$ cat src/rtl/filt_out_pkg.sv
package filt_out_pkg;

  // Strobes handed from the control decoder to the datapath
  typedef struct packed {
    logic doZero;       // force conditioned value to zero
    logic doNegate;     // two's-complement the sum
    logic useFeedback;  // adder takes own output instead of pipeIn
  } condStrobe_t;

endpackage

$ cat src/rtl/filt_out_ctrl.sv
module filt_out_ctrl
  import filt_out_pkg::*;
(
  input  logic        negateIn,
  input  logic        zeroN,
  input  logic        fbSel,
  output condStrobe_t strobes
);

  always_comb begin
    strobes.doZero      = ~zeroN;
    // clear wins over invert
    strobes.doNegate    = negateIn & zeroN;
    strobes.useFeedback = fbSel;
  end

endmodule

$ cat src/rtl/filt_out_dp.sv
module filt_out_dp
  import filt_out_pkg::*;
#(
  parameter int W = 24
) (
  input  logic                clk,
  input  logic                rst,
  input  condStrobe_t         strobes,
  input  logic signed [W-1:0] sumIn,
  input  logic signed [W-1:0] pipeIn,
  output logic signed [W-1:0] accOut
);

  localparam logic signed [W-1:0] ZERO_VAL = '0;

  logic signed [W-1:0] condNext;
  logic signed [W-1:0] condReg;
  logic signed [W-1:0] addOperand;
  logic signed [W-1:0] addResult;

  // Conditioning: clear has priority, then sign-invert
  always_comb begin
    if (strobes.doZero)        condNext = ZERO_VAL;
    else if (strobes.doNegate) condNext = ZERO_VAL - sumIn;
    else                       condNext = sumIn;
  end

  always_ff @(posedge clk) begin
    if (rst) condReg <= ZERO_VAL;
    else     condReg <= condNext;
  end

  assign addOperand = strobes.useFeedback ? accOut : pipeIn;
  assign addResult  = condReg + addOperand;   // wraps modulo 2^W

  always_ff @(posedge clk) begin
    if (rst) accOut <= ZERO_VAL;
    else     accOut <= addResult;
  end

  // cleared sum reaches the conditioned register as zero
  a_r2_zero_wins: assert property (@(posedge clk) disable iff (rst)
    (strobes.doZero) |=> (condReg == ZERO_VAL));

  // pass-through when neither control is active
  a_r1_pass: assert property (@(posedge clk) disable iff (rst)
    (!strobes.doZero && !strobes.doNegate) |=> (condReg == $past(sumIn)));

  // negation, including the wrap at the most negative value
  a_r3_negate: assert property (@(posedge clk) disable iff (rst)
    (strobes.doNegate) |=> ((condReg + $past(sumIn)) == ZERO_VAL));

  // self-feedback adds the previous output
  a_r5_feedback: assert property (@(posedge clk) disable iff (rst)
    (strobes.useFeedback) |=> (accOut - $past(accOut) == $past(condReg)));

  // cascade path adds the pipeline input
  a_r4_cascade: assert property (@(posedge clk) disable iff (rst)
    (!strobes.useFeedback) |=> (accOut - $past(pipeIn) == $past(condReg)));

  // reset clears both registers
  a_r8_reset_clear: assert property (@(posedge clk)
    rst |=> (accOut == ZERO_VAL && condReg == ZERO_VAL));

endmodule

$ cat src/rtl/filt_out_stage.sv
module filt_out_stage
  import filt_out_pkg::*;
#(
  parameter int W = 24
) (
  input  logic                clk,
  input  logic                rst,
  input  logic signed [W-1:0] filterSum,
  input  logic                negateIn,
  input  logic                zeroN,
  input  logic                fbSel,
  input  logic signed [W-1:0] pipeIn,
  output logic signed [W-1:0] accOut
);

  condStrobe_t strobes;

  filt_out_ctrl u_ctrl (
    .negateIn (negateIn),
    .zeroN    (zeroN),
    .fbSel    (fbSel),
    .strobes  (strobes)
  );

  filt_out_dp #(.W(W)) u_dp (
    .clk     (clk),
    .rst     (rst),
    .strobes (strobes),
    .sumIn   (filterSum),
    .pipeIn  (pipeIn),
    .accOut  (accOut)
  );

  // plain sum, then a cascade edge with zero pipeIn, shows the sum two edges later
  a_r7_latency: assert property (@(posedge clk) disable iff (rst)
    (zeroN && !negateIn) ##1 (!fbSel && pipeIn == '0) |=> (accOut == $past(filterSum, 2)));

endmodule

$ cat config.mk
export PLATFORM = sky130hd
export DESIGN_NAME = filt_out_stage
export DESIGN_NICKNAME = d
export VERILOG_FILES = /design/src/rtl/filt_out_pkg.sv /design/src/rtl/filt_out_ctrl.sv /design/src/rtl/filt_out_dp.sv /design/src/rtl/filt_out_stage.sv
export SDC_FILE = /design/constraint.sdc
export NUM_CORES = 1
export LEC_CHECK = 0
export ABC_AREA = 1
export BUFFER_PORTS_ARGS = -buffer_cell sky130_fd_sc_hd__buf_2
export CAP_MARGIN = 20
export CORE_MARGIN = 4
export CORE_UTILIZATION = 50
export DETAILED_ROUTE_END_ITERATION = 10
export PLACE_DENSITY_LB_ADDON = 0.2
export RECOVER_POWER = 100
export SYNTH_ARGS = -nofsm -noshare
export SYNTH_HDL_FRONTEND = slang
export SYNTH_HIERARCHICAL = 1
export SYNTH_SLANG_ARGS = --single-unit
$ cat constraint.sdc
create_clock -name clk -period 2.7 [get_ports clk]
set_clock_uncertainty 0.05 [all_clocks]
set_input_delay 0.27 -clock clk [delete_from_list [all_inputs] [get_ports clk]]
set_output_delay 0.27 -clock clk [all_outputs]
set_load 0.03 [all_outputs]
; ---- Word-level counts from Yosys, hierarchy flattened
; Cells that the tools add are included.
[totals]
ff_bits = 48
input_bits = 53
out_inout_bits = 24
word_cells = 9
[classes]
add_sub_neg = 2
n_mux = 2
bitwise_logic = 2
reduce_logical = 1
[ops]
columns = cell, n
row1 = $mux 24, 2
row2 = $add 24x24->24, 1
row3 = $sub 1x24->24 const A, 1
row4 = $reduce_or 2->1, 1
row5 = $and 1x1->1, 1
row6 = $not 1->1, 1

; ---- Logic depth before layout (Yosys ltp)
[logic_depth]
word_depth = 2
ltp_mapped = 16
ltp_nobuf = 13

; ---- Hierarchy
; The synthesis kept the hierarchy.
[modules_own_cells]
columns = mod, n_inst, cells_per_inst, area_per_inst_um2, seq_area_each_um2
row1 = filt_out_dp, 1, 611, 3766.1, 960.9
row2 = filt_out_ctrl, 1, 4, 18.8, 0.0

; ---- Worst setup path after synthesis
; OpenSTA, ideal clock, no wires.
[synth_path]
path_kind = input port to flip-flop
startpoint = input fbSel
endpoint = register u_dp.accOut[12]
setup_time_ps = 113
arrival_ps = 2097
required_time_ps = 2537
path_slack_ps = 440
cell_stages = 13
n_path_buf = 3
cell_sequence = buf_4 > buf_2 > buf_2 > mux2_2 > ha_1 > or2_0 > and2_4 > nand2_2 > nand2_2 > nand2_1 > nand2_1 > nor2_1 > nor2_1
[synth_between]
elab_chain_len = 2
[synth_rtl]
columns = element, line_no
row1 = "start, declared", filt_out_stage.sv:11  ; input logic fbSel,
row2 = $mux 24, filt_out_dp.sv:33  ; assign addOperand = strobes.useFeedback ? accOut : pipeIn;
row3 = $add 24x24->24, filt_out_dp.sv:34  ; assign addResult = condReg + addOperand;
row4 = "end signal, assigned", filt_out_dp.sv:38  ; else accOut <= addResult;
row5 = "end, declared", filt_out_dp.sv:11  ; output logic signed [W-1:0] accOut
; Every way passes these cells.
; A chain may end at the register's enable or synchronous reset.

; ---- Worst setup path in the final report
; Same ends and word-level chain as after synthesis.

==> results.sh <==
export IMPL_io_buffers=76
export IMPL_remaining_drc_errors=0
export IMPL_cell_internal_pwr_mw=1.22
export IMPL_rows=31
export IMPL_seq_area_frac_synth=0.254
export IMPL_p_clk_frac=0.239
export IMPL_cellPowerDensity_nw_per_um2=453
export IMPL_start_util=0.519
export IMPL_p_switching_mw=0.728
export IMPL_fill_cells=766
export IMPL_synth_simple_area_share=0.359
export IMPL_rsz0062_at_grt="false"
export IMPL_startpoint="fbSel"
export IMPL_die_area_um2=9030
export IMPL_syn_to_final_growth_pct=13.5
export IMPL_ys_types=32
export IMPL_synth_xor_area_frac=0.00231
export IMPL_dr_pass1_iters=5
export IMPL_period_share=0.853
export IMPL_tritoncts="built"
export IMPL_ys_warn_count=6
export IMPL_synth_edff_count=0
export IMPL_finalWeightedCongestion=0.911
export IMPL_via_count=3879
export IMPL_r2r_start="u_dp/accOut[0]$_SDFF_PP0_"
export IMPL_ctsResizeCount=0
export IMPL_cts_root_buffer="clkbuf_8"
export IMPL_synth_seq_cells=48
export IMPL_synth_compound_area_frac=0.109
export IMPL_relSlewSlack=0.470
export IMPL_synth_fa_ha_area_frac=0.0846
export IMPL_drv_slew=0
export IMPL_grt_max_degree=26
export IMPL_critPathLaunchType="input port"
export IMPL_combPwrFrac=0.346
export IMPL_irDropWorstVdd_mv=0.230
export IMPL_required_ps=2890
export IMPL_cts_made_buffers=5
export IMPL_post_cts_buffers=0
export IMPL_syn_num_nets=693
export IMPL_cts_sinks=48
export IMPL_arrival_ps=2500
export IMPL_finalNetCount=769
export IMPL_ant_nets=0
export IMPL_seq_power_share=0.414
export IMPL_grt_usage=0.222
export IMPL_r2r_slack_ps=460
export IMPL_grt_pass1_vias=3625
export IMPL_cp_max_fo=25
export IMPL_die_height_um=95.0
export IMPL_hold_buffers=0
export IMPL_min_path_type="input port to flop"
export IMPL_final_cell_mix="nand2_1 (187), inv_1 (106), nor2_1 (75)"
export IMPL_wire_per_inst_um=11.9
export IMPL_rr_endpoint="u_dp/accOut[12]$_SDFF_PP0_"
export IMPL_setup_slack_ps=396
export IMPL_synth_top_family_by_area="simple AND/OR/NAND/NOR gates"
export IMPL_outcome="finished clean"
export IMPL_drive_gt1_frac=0.139
export IMPL_critPathCapture="u_dp/accOut[12]$_SDFF_PP0_"
export IMPL_synth_area_per_cell_um2=6.15
export IMPL_via_per_inst=4.90
export IMPL_tns_ps=0
export IMPL_maxCapViolations=0
export IMPL_die_w_um=95.0
export IMPL_power_leakage_nw=2.39
export IMPL_finalHoldViolCount=0
export IMPL_grt_pass1_wl_um=15800
export IMPL_register_area_um2=961
export IMPL_muxShareOfSynthArea=0.0684
export IMPL_clk_path_buf_depth=2
export IMPL_swShare=0.374
export IMPL_clk_latency_ps=310
export IMPL_synth_async_reset_ratio=0
export IMPL_wl_um=9430
export IMPL_multi_input_area_um2=2330
export IMPL_diodes=0
export IMPL_synth_cells=615
export IMPL_drtIter0Drc=251
export IMPL_clock_fmax_mhz=434
export IMPL_place_ws_ps=230
export IMPL_cts_max_level=2
export IMPL_setup_violations=0
export IMPL_dpl_hpwl_um=7740
export IMPL_core_area_um2=7290
export IMPL_antenna_found_initial=0
export IMPL_crit_path_end_kind="flop"
export IMPL_finalWorstPathRequiredPeriod_ps=2300
export IMPL_layout_commonest_cell="nand2_1"
export IMPL_synth_cell_area_um2=3780
export IMPL_worstMarginPinSlew_ps=796
export IMPL_synth_flop_cell="dfxtp_1"
export IMPL_io_pins=77
export IMPL_clkTransAtPathRegs_ps=90
export IMPL_path_class="input port to flop"
export IMPL_ff2ff_path_depth=13
export IMPL_overflow=0
## how the worst min path moves through the flow
stage | startpoint | endpoint | slack (ps) | depth (start not counted)
finish | filterSum[23] | u_dp/condReg[23]$_SDFF_PP0_ | 100 | 2
global route | filterSum[2] | u_dp/condReg[2]$_SDFF_PP0_ | 110 | 2
CTS | filterSum[23] | u_dp/condReg[23]$_SDFF_PP0_ | 90 | 2
detailed placement | filterSum[23] | u_dp/condReg[23]$_SDFF_PP0_ | 420 | 2
global placement | filterSum[23] | u_dp/condReg[23]$_SDFF_PP0_ | 420 | 2
floorplan | rst | u_dp/accOut[0]$_SDFF_PP0_ | 290 | 1
## Yosys cell counts (3+ instances only)
cell | n | share of area
a21oi_1 | 42 | 0.056
buf_2 | 6 | 0.0079
dfxtp_1 | 48 | 0.25
ha_1 | 24 | 0.079
inv_1 | 105 | 0.10
mux2_2 | 23 | 0.068
nand2_1 | 185 | 0.18
nand2_2 | 9 | 0.015
nand3_1 | 31 | 0.041
nand3_2 | 3 | 0.0079
nand4_1 | 6 | 0.0099
nor2_1 | 73 | 0.072
nor2_2 | 4 | 0.0066
nor2_4 | 3 | 0.0089
nor3_1 | 5 | 0.0066
o21a_1 | 4 | 0.0079
o21ai_0 | 28 | 0.037
## layer usage
metal  wire length, um  vias up  share of wire  global-route usage
li1                  -     2069              -                   -
met1              4510     1671           0.48               0.295
met2              4250      130           0.45               0.380
met3               563        9          0.060              0.0279
met4               108        0          0.011              0.0541
met5                 0        -              0                   0
## flip-flops by register name (all words and copies together), names as in the netlist
register      count
u_dp/condReg     24
u_dp/accOut      24
## per-stage QoR
stage,cell area (um2),hold WS [ps],power [mW],instances,utilization
global route,4290,106,2.08,791,0.589
CTS,4360,88.9,1.99,791,0.598
global placement,4260,423,1.50,783,0.584
floorplan,3780,291,1.32,615,-
detailed placement,4260,415,1.51,783,0.584
finish,4290,104,1.95,791,0.589
## power groups by stage
stage / Combinational (mW) / Sequential [mW] / Clock [mW]
3_5_place_dp: 0.692 / 0.820 / 0
3_3_place_gp: 0.682 / 0.819 / 0
5_1_grt: 0.756 / 0.813 / 0.512
6_report: 0.674 / 0.806 / 0.466
2_1_floorplan: 0.414 / 0.904 / 0
4_1_cts: 0.694 / 0.805 / 0.487
## critical path, stage by stage
cell and delay [ps]:
clkbuf_1 120, buf_12 200, mux2_2 350, ha_1 230, fa_1 430, nand2_1 110
nand2_1 70, and2_0 200, nand2_2 90, nand2_2 70, nand2_1 60, nand2_1 60
nand2_1 60, nand2_1 50, nor2_1 110
## area by class of cell
type	count	share of cell area
multi-input cells	450	0.542
flip-flops and latches	48	0.224
inverters	107	0.0935
repair buffers	79	0.0883
well taps	99	0.0288
clock buffers	6	0.0192
clock inverters	2	0.00408
## logic make-up after synthesis
kind of cell | count (synthesis)
xor gates and xnor gates | 1
and+or+nand+nor | 323
AOI/OAI and AO/OA | 78
buffers and inverters | 117
adders and majority gates | 25
muxes | 23
DFF | 48
No activity file was read; power rests on OpenSTA's default activity.
